<file path="config.mk">
export PLATFORM = sky130hd
export DESIGN_NAME = lockdet_top
export DESIGN_NICKNAME = d
export VERILOG_FILES = /design/src/rtl/lockdet_pkg.sv /design/src/rtl/lockdet_line_timer.sv /design/src/rtl/lockdet_pulse_acc.sv /design/src/rtl/lockdet_ctrl.sv /design/src/rtl/lockdet_top.sv
export SDC_FILE = /design/constraint.sdc
export NUM_CORES = 1
export LEC_CHECK = 0
export BUFFER_PORTS_ARGS = -buffer_cell sky130_fd_sc_hd__buf_2
export CORE_AREA = 2 2 51 53
export CTS_BUF_LIST = sky130_fd_sc_hd__clkbuf_4
export DETAILED_ROUTE_END_ITERATION = 8
export DIE_AREA = 0 0 53 55
export GPL_ROUTABILITY_DRIVEN = 0
export PLACE_DENSITY = 0.77
export SYNTH_ARGS = -nofsm -noshare
export SYNTH_HDL_FRONTEND = slang
export SYNTH_SLANG_ARGS = --single-unit
</file>
<file path="constraint.sdc">
create_clock -name clk_i -period 2.6 [get_ports clk_i]
set_clock_uncertainty 0.1 [all_clocks]
set_input_delay 0.13 -clock clk_i [delete_from_list [all_inputs] [get_ports clk_i]]
set_output_delay 0.13 -clock clk_i [all_outputs]
set_load 0.02 [all_outputs]
</file>
<file path="src/rtl/lockdet_pkg.sv">
package lockdet_pkg;

    // Controller states of the lock detector
    typedef enum logic [1:0] {
        ST_ARM   = 2'd0,   // waiting for first line sync
        ST_FIRST = 2'd1,   // first window, verdict forced to no-lock
        ST_RUN   = 2'd2    // steady windowed evaluation
    } lock_state_e;

endpackage

</file>
<file path="src/rtl/lockdet_line_timer.sv">
module lockdet_line_timer #(
    parameter int WIN_W = 5
) (
    input  logic             clk_i,
    input  logic             rst_ni,
    input  logic             hsync_i,
    input  logic             open_i,
    input  logic             active_i,
    input  logic [WIN_W-1:0] win_sel_i,
    output logic             close_o
);

    // index of the last line in the window (lines - 1)
    logic [WIN_W-1:0] term_q;
    logic [WIN_W-1:0] line_q;
    logic [WIN_W-1:0] term_next;

    assign term_next = win_sel_i >> 1;
    assign close_o   = active_i && hsync_i && (line_q == term_q);

    always_ff @(posedge clk_i) begin
        if (!rst_ni) begin
            term_q <= '0;
            line_q <= '0;
        end else if (open_i || close_o) begin
            term_q <= term_next;
            line_q <= '0;
        end else if (active_i && hsync_i) begin
            line_q <= line_q + 1'b1;
        end
    end

endmodule

</file>
<file path="src/rtl/lockdet_pulse_acc.sv">
module lockdet_pulse_acc #(
    parameter int CNT_W = 9
) (
    input  logic             clk_i,
    input  logic             rst_ni,
    input  logic             up_i,
    input  logic             dn_i,
    input  logic             restart_i,
    input  logic             enable_i,
    output logic [CNT_W-1:0] count_o
);

    localparam logic [CNT_W-1:0] CNT_MAX = '1;

    logic [1:0]       inc;
    logic [CNT_W:0]   sum;
    logic [CNT_W-1:0] sat;
    logic [CNT_W-1:0] cnt_q;

    assign inc = {1'b0, up_i} + {1'b0, dn_i};
    assign sum = {1'b0, cnt_q} + (CNT_W+1)'(inc);
    assign sat = sum[CNT_W] ? CNT_MAX : sum[CNT_W-1:0];

    always_ff @(posedge clk_i) begin
        if (!rst_ni) begin
            cnt_q <= '0;
        end else if (restart_i) begin
            cnt_q <= CNT_W'(inc);
        end else if (enable_i) begin
            cnt_q <= sat;
        end else begin
            cnt_q <= '0;
        end
    end

    assign count_o = cnt_q;

endmodule

</file>
<file path="src/rtl/lockdet_ctrl.sv">
module lockdet_ctrl
    import lockdet_pkg::*;
#(
    parameter int THR_W = 8,
    parameter int CNT_W = 9
) (
    input  logic             clk_i,
    input  logic             rst_ni,
    input  logic             hsync_i,
    input  logic             close_i,
    input  logic [CNT_W-1:0] count_i,
    input  logic [THR_W-1:0] thr_i,
    output lock_state_e      state_o,
    output logic             open_o,
    output logic             active_o,
    output logic             restart_o,
    output logic             lock_o
);

    lock_state_e state_q, state_d;
    logic        lock_q;
    logic        verdict;

    assign verdict = (count_i <= CNT_W'(thr_i));

    // state register
    always_ff @(posedge clk_i) begin
        if (!rst_ni) state_q <= ST_ARM;
        else         state_q <= state_d;
    end

    // next-state logic
    always_comb begin
        state_d = state_q;
        unique case (state_q)
            ST_ARM:   if (hsync_i) state_d = ST_FIRST;
            ST_FIRST: if (close_i) state_d = ST_RUN;
            ST_RUN:   state_d = ST_RUN;
            default:  state_d = ST_ARM;
        endcase
    end

    // registered verdict output
    always_ff @(posedge clk_i) begin
        if (!rst_ni) begin
            lock_q <= 1'b0;
        end else begin
            unique case (state_q)
                ST_ARM:           lock_q <= 1'b0;
                ST_FIRST, ST_RUN: if (close_i) lock_q <= verdict;
                default:          lock_q <= 1'b0;
            endcase
        end
    end

    assign open_o    = (state_q == ST_ARM) && hsync_i;
    assign active_o  = (state_q != ST_ARM);
    assign restart_o = open_o || close_i;
    assign state_o   = state_q;
    assign lock_o    = lock_q;

endmodule

</file>
<file path="src/rtl/lockdet_top.sv">
module lockdet_top
    import lockdet_pkg::*;
#(
    parameter int WIN_W = 5,
    parameter int THR_W = 8
) (
    input  logic             clk_i,
    input  logic             rst_ni,
    input  logic             up_i,
    input  logic             dn_i,
    input  logic             hsync_i,
    input  logic [WIN_W-1:0] win_sel_i,
    input  logic [THR_W-1:0] thr_i,
    output logic             lock_o
);

    localparam int CNT_W = THR_W + 1;

    lock_state_e      state_w;
    logic             open_w;
    logic             active_w;
    logic             restart_w;
    logic             close_w;
    logic [CNT_W-1:0] count_w;

    lockdet_line_timer #(.WIN_W(WIN_W)) timer_i (
        .clk_i     (clk_i),
        .rst_ni    (rst_ni),
        .hsync_i   (hsync_i),
        .open_i    (open_w),
        .active_i  (active_w),
        .win_sel_i (win_sel_i),
        .close_o   (close_w)
    );

    lockdet_pulse_acc #(.CNT_W(CNT_W)) acc_i (
        .clk_i     (clk_i),
        .rst_ni    (rst_ni),
        .up_i      (up_i),
        .dn_i      (dn_i),
        .restart_i (restart_w),
        .enable_i  (active_w),
        .count_o   (count_w)
    );

    lockdet_ctrl #(.THR_W(THR_W), .CNT_W(CNT_W)) ctrl_i (
        .clk_i     (clk_i),
        .rst_ni    (rst_ni),
        .hsync_i   (hsync_i),
        .close_i   (close_w),
        .count_i   (count_w),
        .thr_i     (thr_i),
        .state_o   (state_w),
        .open_o    (open_w),
        .active_o  (active_w),
        .restart_o (restart_w),
        .lock_o    (lock_o)
    );

endmodule

</file>
# After elaboration in Yosys (flattened, before gate mapping)

Cells that the tools add are included.

$lt $le $gt $ge: 1
Equal/unequal tests: 5
Bitwise logic cells: 2
Shift operators: 0
Mux-type cells: 6
Add/sub/neg operators: 3
$mul: 0
Div/mod/pow operators: 0
Reductions and logical operators: 11

Operators by type and width:

| cell                | count |
|---|---|
| $add 9x2->10        | 1 |
| $le 9x8->1          | 1 |
| $mux 9              | 1 |
| $mux 2              | 4 |
| $pmux 2 s3          | 1 |
| $add 5x1->5 const B | 1 |
| $eq 5x4->1          | 1 |
| $reduce_and 2->1    | 2 |
| $reduce_or 2->1     | 2 |
| $logic_and 1x1->1   | 3 |
| $reduce_or 3->1     | 1 |
| $add 1x1->2         | 1 |
| $eq 2x1->1 const B  | 1 |
| $eq 2x2->1 const B  | 1 |
| $logic_not 2->1     | 1 |
| $ne 2x1->1 const B  | 1 |
| $ne 2x2->1 const B  | 1 |
| $not 1->1           | 2 |
| $reduce_bool 2->1   | 1 |
| $logic_or 1x1->1    | 1 |

Bits in latches: 0
Word-level logic and storage cells: 34
Bits in writable memories: 0
Register bits: 21
Memories: 0
ROM bits: 0
Output and inout port bits: 1

# Logic depth before layout (Yosys ltp)

Word-level depth: 5
Gate-level depth with buffers: 9
Mapped depth without buffers: 9

# By module

A second synthesis with hierarchy kept.

Cells, all modules: 159
Area, all modules: 1,416.4 µm²

By module, submodules not included:

| module             | instances | cells an instance | area each (µm²) |
|---|---|---|---|
| lockdet_line_timer | 1         | 59                | 514.2 |
| lockdet_pulse_acc  | 1         | 50                | 495.5 |
| lockdet_ctrl       | 1         | 50                | 406.6 |

# Worst setup path after synthesis

No wires, ideal clock.

Path type: input to register
From: input up_i
To: register acc_i.cnt_q[8], in the netlist acc_i.count_o[8]
Buffers on the path: 0
Data arrival time: 1.696 ns
Setup time: 0.086 ns
Data required time: 2.414 ns
Setup slack: 0.719 ns
Cell stages on the path: 8
Cells stage by stage: ha_1 -> ha_1 -> inv_1 -> fa_1 -> and3b_1 -> and3_1 -> a31oi_1 -> a211oi_1

Cells in the longest elaborated chain, start to end: 3

Ends and longest elaborated chain:

| item                 | RTL line                | text |
|---|---|---|
| from (decl)          | lockdet_top.sv:9        | `input logic up_i,` |
| $add 1x1->2          | lockdet_pulse_acc.sv:20 | `assign inc = {1'b0, up_i} + {1'b0, dn_i};` |
| $add 9x2->10         | lockdet_pulse_acc.sv:21 | `assign sum = {1'b0, cnt_q} + (CNT_W+1)'(inc);` |
| $mux 9               | lockdet_pulse_acc.sv:22 | `assign sat = sum[CNT_W] ? CNT_MAX : sum[CNT_W-1:0];` |
| to (signal assigned) | lockdet_pulse_acc.sv:28 | `cnt_q <= CNT_W'(inc);` |
| to (signal assigned) | lockdet_pulse_acc.sv:30 | `cnt_q <= sat;` |
| to (decl)            | lockdet_pulse_acc.sv:18 | `logic [CNT_W-1:0] cnt_q;` |

Every way passes these cells.
A chain may end at the register's enable or synchronous reset.

# Final worst setup path

From: register ctrl_i.state_q[0], in the netlist ctrl_i.state_o[0]
To: register ctrl_i.state_q[1], in the netlist ctrl_i.state_o[1]

Cells in the longest elaborated chain, start to end: 5
Elaborated cells on any way between the ends: 10

Ends and longest elaborated chain:

| item                            | RTL line                 | text |
|---|---|---|
| from (decl)                     | lockdet_ctrl.sv:20       | `lock_state_e state_q, state_d;` |
| from (signal assigned)          | lockdet_ctrl.sv:29       | `else state_q <= state_d;` |
| $reduce_bool 2->1               | lockdet_ctrl.sv:57       | `assign active_o = (state_q != ST_ARM);` |
| $logic_and 1x1->1 (2 in series) | lockdet_line_timer.sv:19 | `assign close_o = active_i && hsync_i && (line_q == term_q);` |
| $ne 2x1->1 (no line)            | -                        |  |
| $reduce_and 2->1 (no line)      | -                        |  |

Several ways; a longest one is shown, not always the timed one.

==> impl_metrics.csv <==
group,metric,value,unit
setup_path,endpoint_kind,"register",
route,wire_per_inst,12.8,µm
route,met1_length,1.15,mm
clock_tree,cts_buffers,3,
route,drt-vias-per-instance,5.40,
grt,grt_pass1_vias,1072,
route,wl_met2,1.24,mm
clock_tree,cts_sinks,21,
timing,rsz0062_at_grt,"false",
yosys,synth_mux_area_share,4.58,%
yosys,yosys.area_share.simple,24.5,%
min_path,whs_path_depth,3,
route,drc_errors,0,
clock_tree,clockBufferDepth,2,
clock_tree,cts_hold_buffers,4,
yosys,ys_seq_elements,21,
clock_tree,cts_setup_buffers,0,
pwr,powerDensity,582,nW/µm²
pwr,ir_worst_vdd,0.349,mV
place,dp_hpwl,1.93,mm
clock_tree,path_clk_slew,0.12,ns
yosys,netlist.area_leader.share,32.1,%
yosys,yosys.area.top_type,"dfxtp_1",
layout,drive_above_1_share,18.0,%
min_path,hold_path_end,"ctrl_i.state_o[0]",
pwr,cellLeakagePower,0.000639,µW
setup_path,cp_slowest_cell,"dfxtp_1",
layout,fin_nets,201,
grt,grt_max_degree,16,
setup_path,path_buf_inv,1,
yosys,ys_top_cells_by_area,"dfxtp_1 (32%), ha_1 (13%), xnor2_1 (4.7%), mux2i_1 (4.6%), nand2_1 (4.0%)",
flow_run,max-cap-violations,0,
yosys,avgSynthCellArea,8.97,µm²
yosys,synth_compound_gate_area_share,9.26,%
setup_path,cp_top_family,"simple AND/OR/NAND/NOR gates",
setup_path,ff2ff_setup_slack,0.46,ns
setup_path,path_cells,"inv_1 -> ha_1 -> nor2b_2 -> nand3b_4 -> or2_1 -> a21oi_1 -> mux2i_1",
die,std_cell_rows,18,
layout,area_growth,12.4,%
yosys,synth_edf_count,0,
layout,antenna_cells,0,
setup_path,criticalPathCategory,"register to register",
route,dr.pass1.iters,2,
clock_tree,cts_resized,0,
route,wl_met3,63,µm
die,start_util,55.4,%
setup_path,required,2.74,ns
setup_path,max_stage_delay,0.37,ns
grt,grt-ovfl-total,0,
yosys,synth_cell_type_count,39,
die,die_h,55,µm
setup_path,r2r_start,"ctrl_i.state_o[0]",
die,pin_count,19,
status,outcome,"finished, final reports clean",
timing,relSlewSlack,70.5,%
yosys,synth_top_family_by_area,"simple AND/OR/NAND/NOR gates",
yosys,synthCells,146,
min_path,worstHoldPathType,"primary input to register",
route,vias,1064,
grt,grt_pass1_wl,4.32,mm
grt,antenna_found_initial,0,
yosys,synth_top_flop_cell,"dfxtp_1",
yosys,synth.cells.most_frequent,"dfxtp_1 (21), ha_1 (14), nand2_1 (14)",
route,top_layer_used,"met4",
yosys,syn_nets,179,
place,port_buffers,17,
yosys,ys_warn_count,0,
timing,setup_violations,0,
timing,max_freq,467,MHz
clock_tree,ctsHtreeMaxLevel,1,
timing,slew_violations,0,
die,core,2360,µm²
route,ant_nets,0,
timing,fin_crit_sh,82.3,%
timing,fin_setup_tns,0,ns
clock_tree,cts_tree,"yes",
yosys,yosysSeqAreaShare,32.1,%
die,die_w,53,µm
clock_tree,clock_latency,0.30,ns
setup_path,arrival,2.28,ns
timing,post-route-min-period,2.14,ns
timing,tightestPinTransition,0.443,ns
yosys,synth_xor_area_share,8.60,%
setup_path,crit_path_max_fanout,6,
clock_tree,clockRootBuffer,"clkbuf_4",
die,die_area,2920,µm²
yosys,synth.most_common_cell,"dfxtp_1",
min_path,worstHoldStart,"hsync_i",
yosys,syn_area,1310,µm²
grt,grt_usage,20.3,%
setup_path,ff2ff_path_depth,7,
timing,whs,0.0603,ns
timing,finalHoldViolations,0,
setup_path,startpoint_type,"register",
yosys,yosys.area_share.adder,14.9,%
setup_path,r2r_end,"ctrl_i.state_o[1]",
yosys,synthArstFlopShare,0,%
route,drt_iter0_drc,3,
route,wl,2.52,mm
## final cells by class
cell class	count	area (µm²)
repair buffers	21	125
multi-input cells	108	811
clock buffers	4	30.0
flip-flops and latches	21	420
fillers	203	892
inverters	13	48.8
well taps	30	37.5
## stage by stage
step / power, µW / cell area, µm² / std cells / utilization (%) / setup slack [ns]
after global routing: 923 / 1470 / 197 / 62.3 / 0.313
after CTS: 862 / 1470 / 197 / 62.3 / 0.473
after global placement: 668 / 1400 / 189 / 59.3 / 0.525
final: 857 / 1470 / 197 / 62.3 / 0.461
after floorplan: 636 / 1310 / 146 / - / 0.719
after detailed placement: 687 / 1400 / 189 / 59.3 / 0.437
## routing by layer
layer / GRT usage (%) / vias to the layer above
li1: - / 544
met1: 22.6 / 495
met2: 37.9 / 17
met3: 4.03 / 8
met4: 8.55 / 0
met5: 0 / -
## cells in the final DEF (no fill, tap or decap), types with 2 or more instances in the layout
master         count
dfxtp_1           21
buf_2             17
nand2_1           14
ha_1              14
inv_1             13
nor2_1            11
a21oi_1           10
xnor2_1            7
nand3_1            6
mux2i_1            6
nor2b_1            4
xor2_1             4
clkbuf_4           4
dlygate4sd3_1      4
nand4_1            3
o22ai_1            2
and3_1             2
a311oi_1           2
a211oi_1           2
a31oi_1            2
## power breakdown
part	leakage, µW	total, µW	internal, µW	switching [µW]
clock	0.0000184	170	70.2	99.9
combinational	0.000450	303	139	164
sequential	0.000171	384	357	26.4
## state kept, by name, indices dropped and copies added, names as in the netlist
name	count
acc_i.count_o	9
timer_i.line_q	5
timer_i.term_q	4
ctrl_i.state_o	2
ctrl_i.lock_o	1
## worst min-delay path: cells and delay by family
family	cells	cell delay, ns
simple gates	2	0.18
buf+inv	1	0.13
## how the worst max path moves through the flow
stage / endpoint / startpoint / depth (start not counted)
4_1_cts: ctrl_i.state_o[1] / ctrl_i.state_o[0] / 7
6_report: ctrl_i.state_o[1] / ctrl_i.state_o[0] / 7
3_5_place_dp: acc_i.count_o[8] / up_i / 9
2_1_floorplan: acc_i.count_o[8] / up_i / 8
3_3_place_gp: acc_i.count_o[8] / up_i / 9
5_1_grt: ctrl_i.state_o[1] / ctrl_i.state_o[0] / 7
## kinds of logic (layout without fill, tap and decap cells)
group	count (synthesis)	count (layout)
buf+inv	17	38
compound gates	20	20
xor+xnor	12	12
simple gates	55	55
flops	21	21
mux	6	6
fa+ha+maj	15	15
Power figures use the tool's default switching activity.
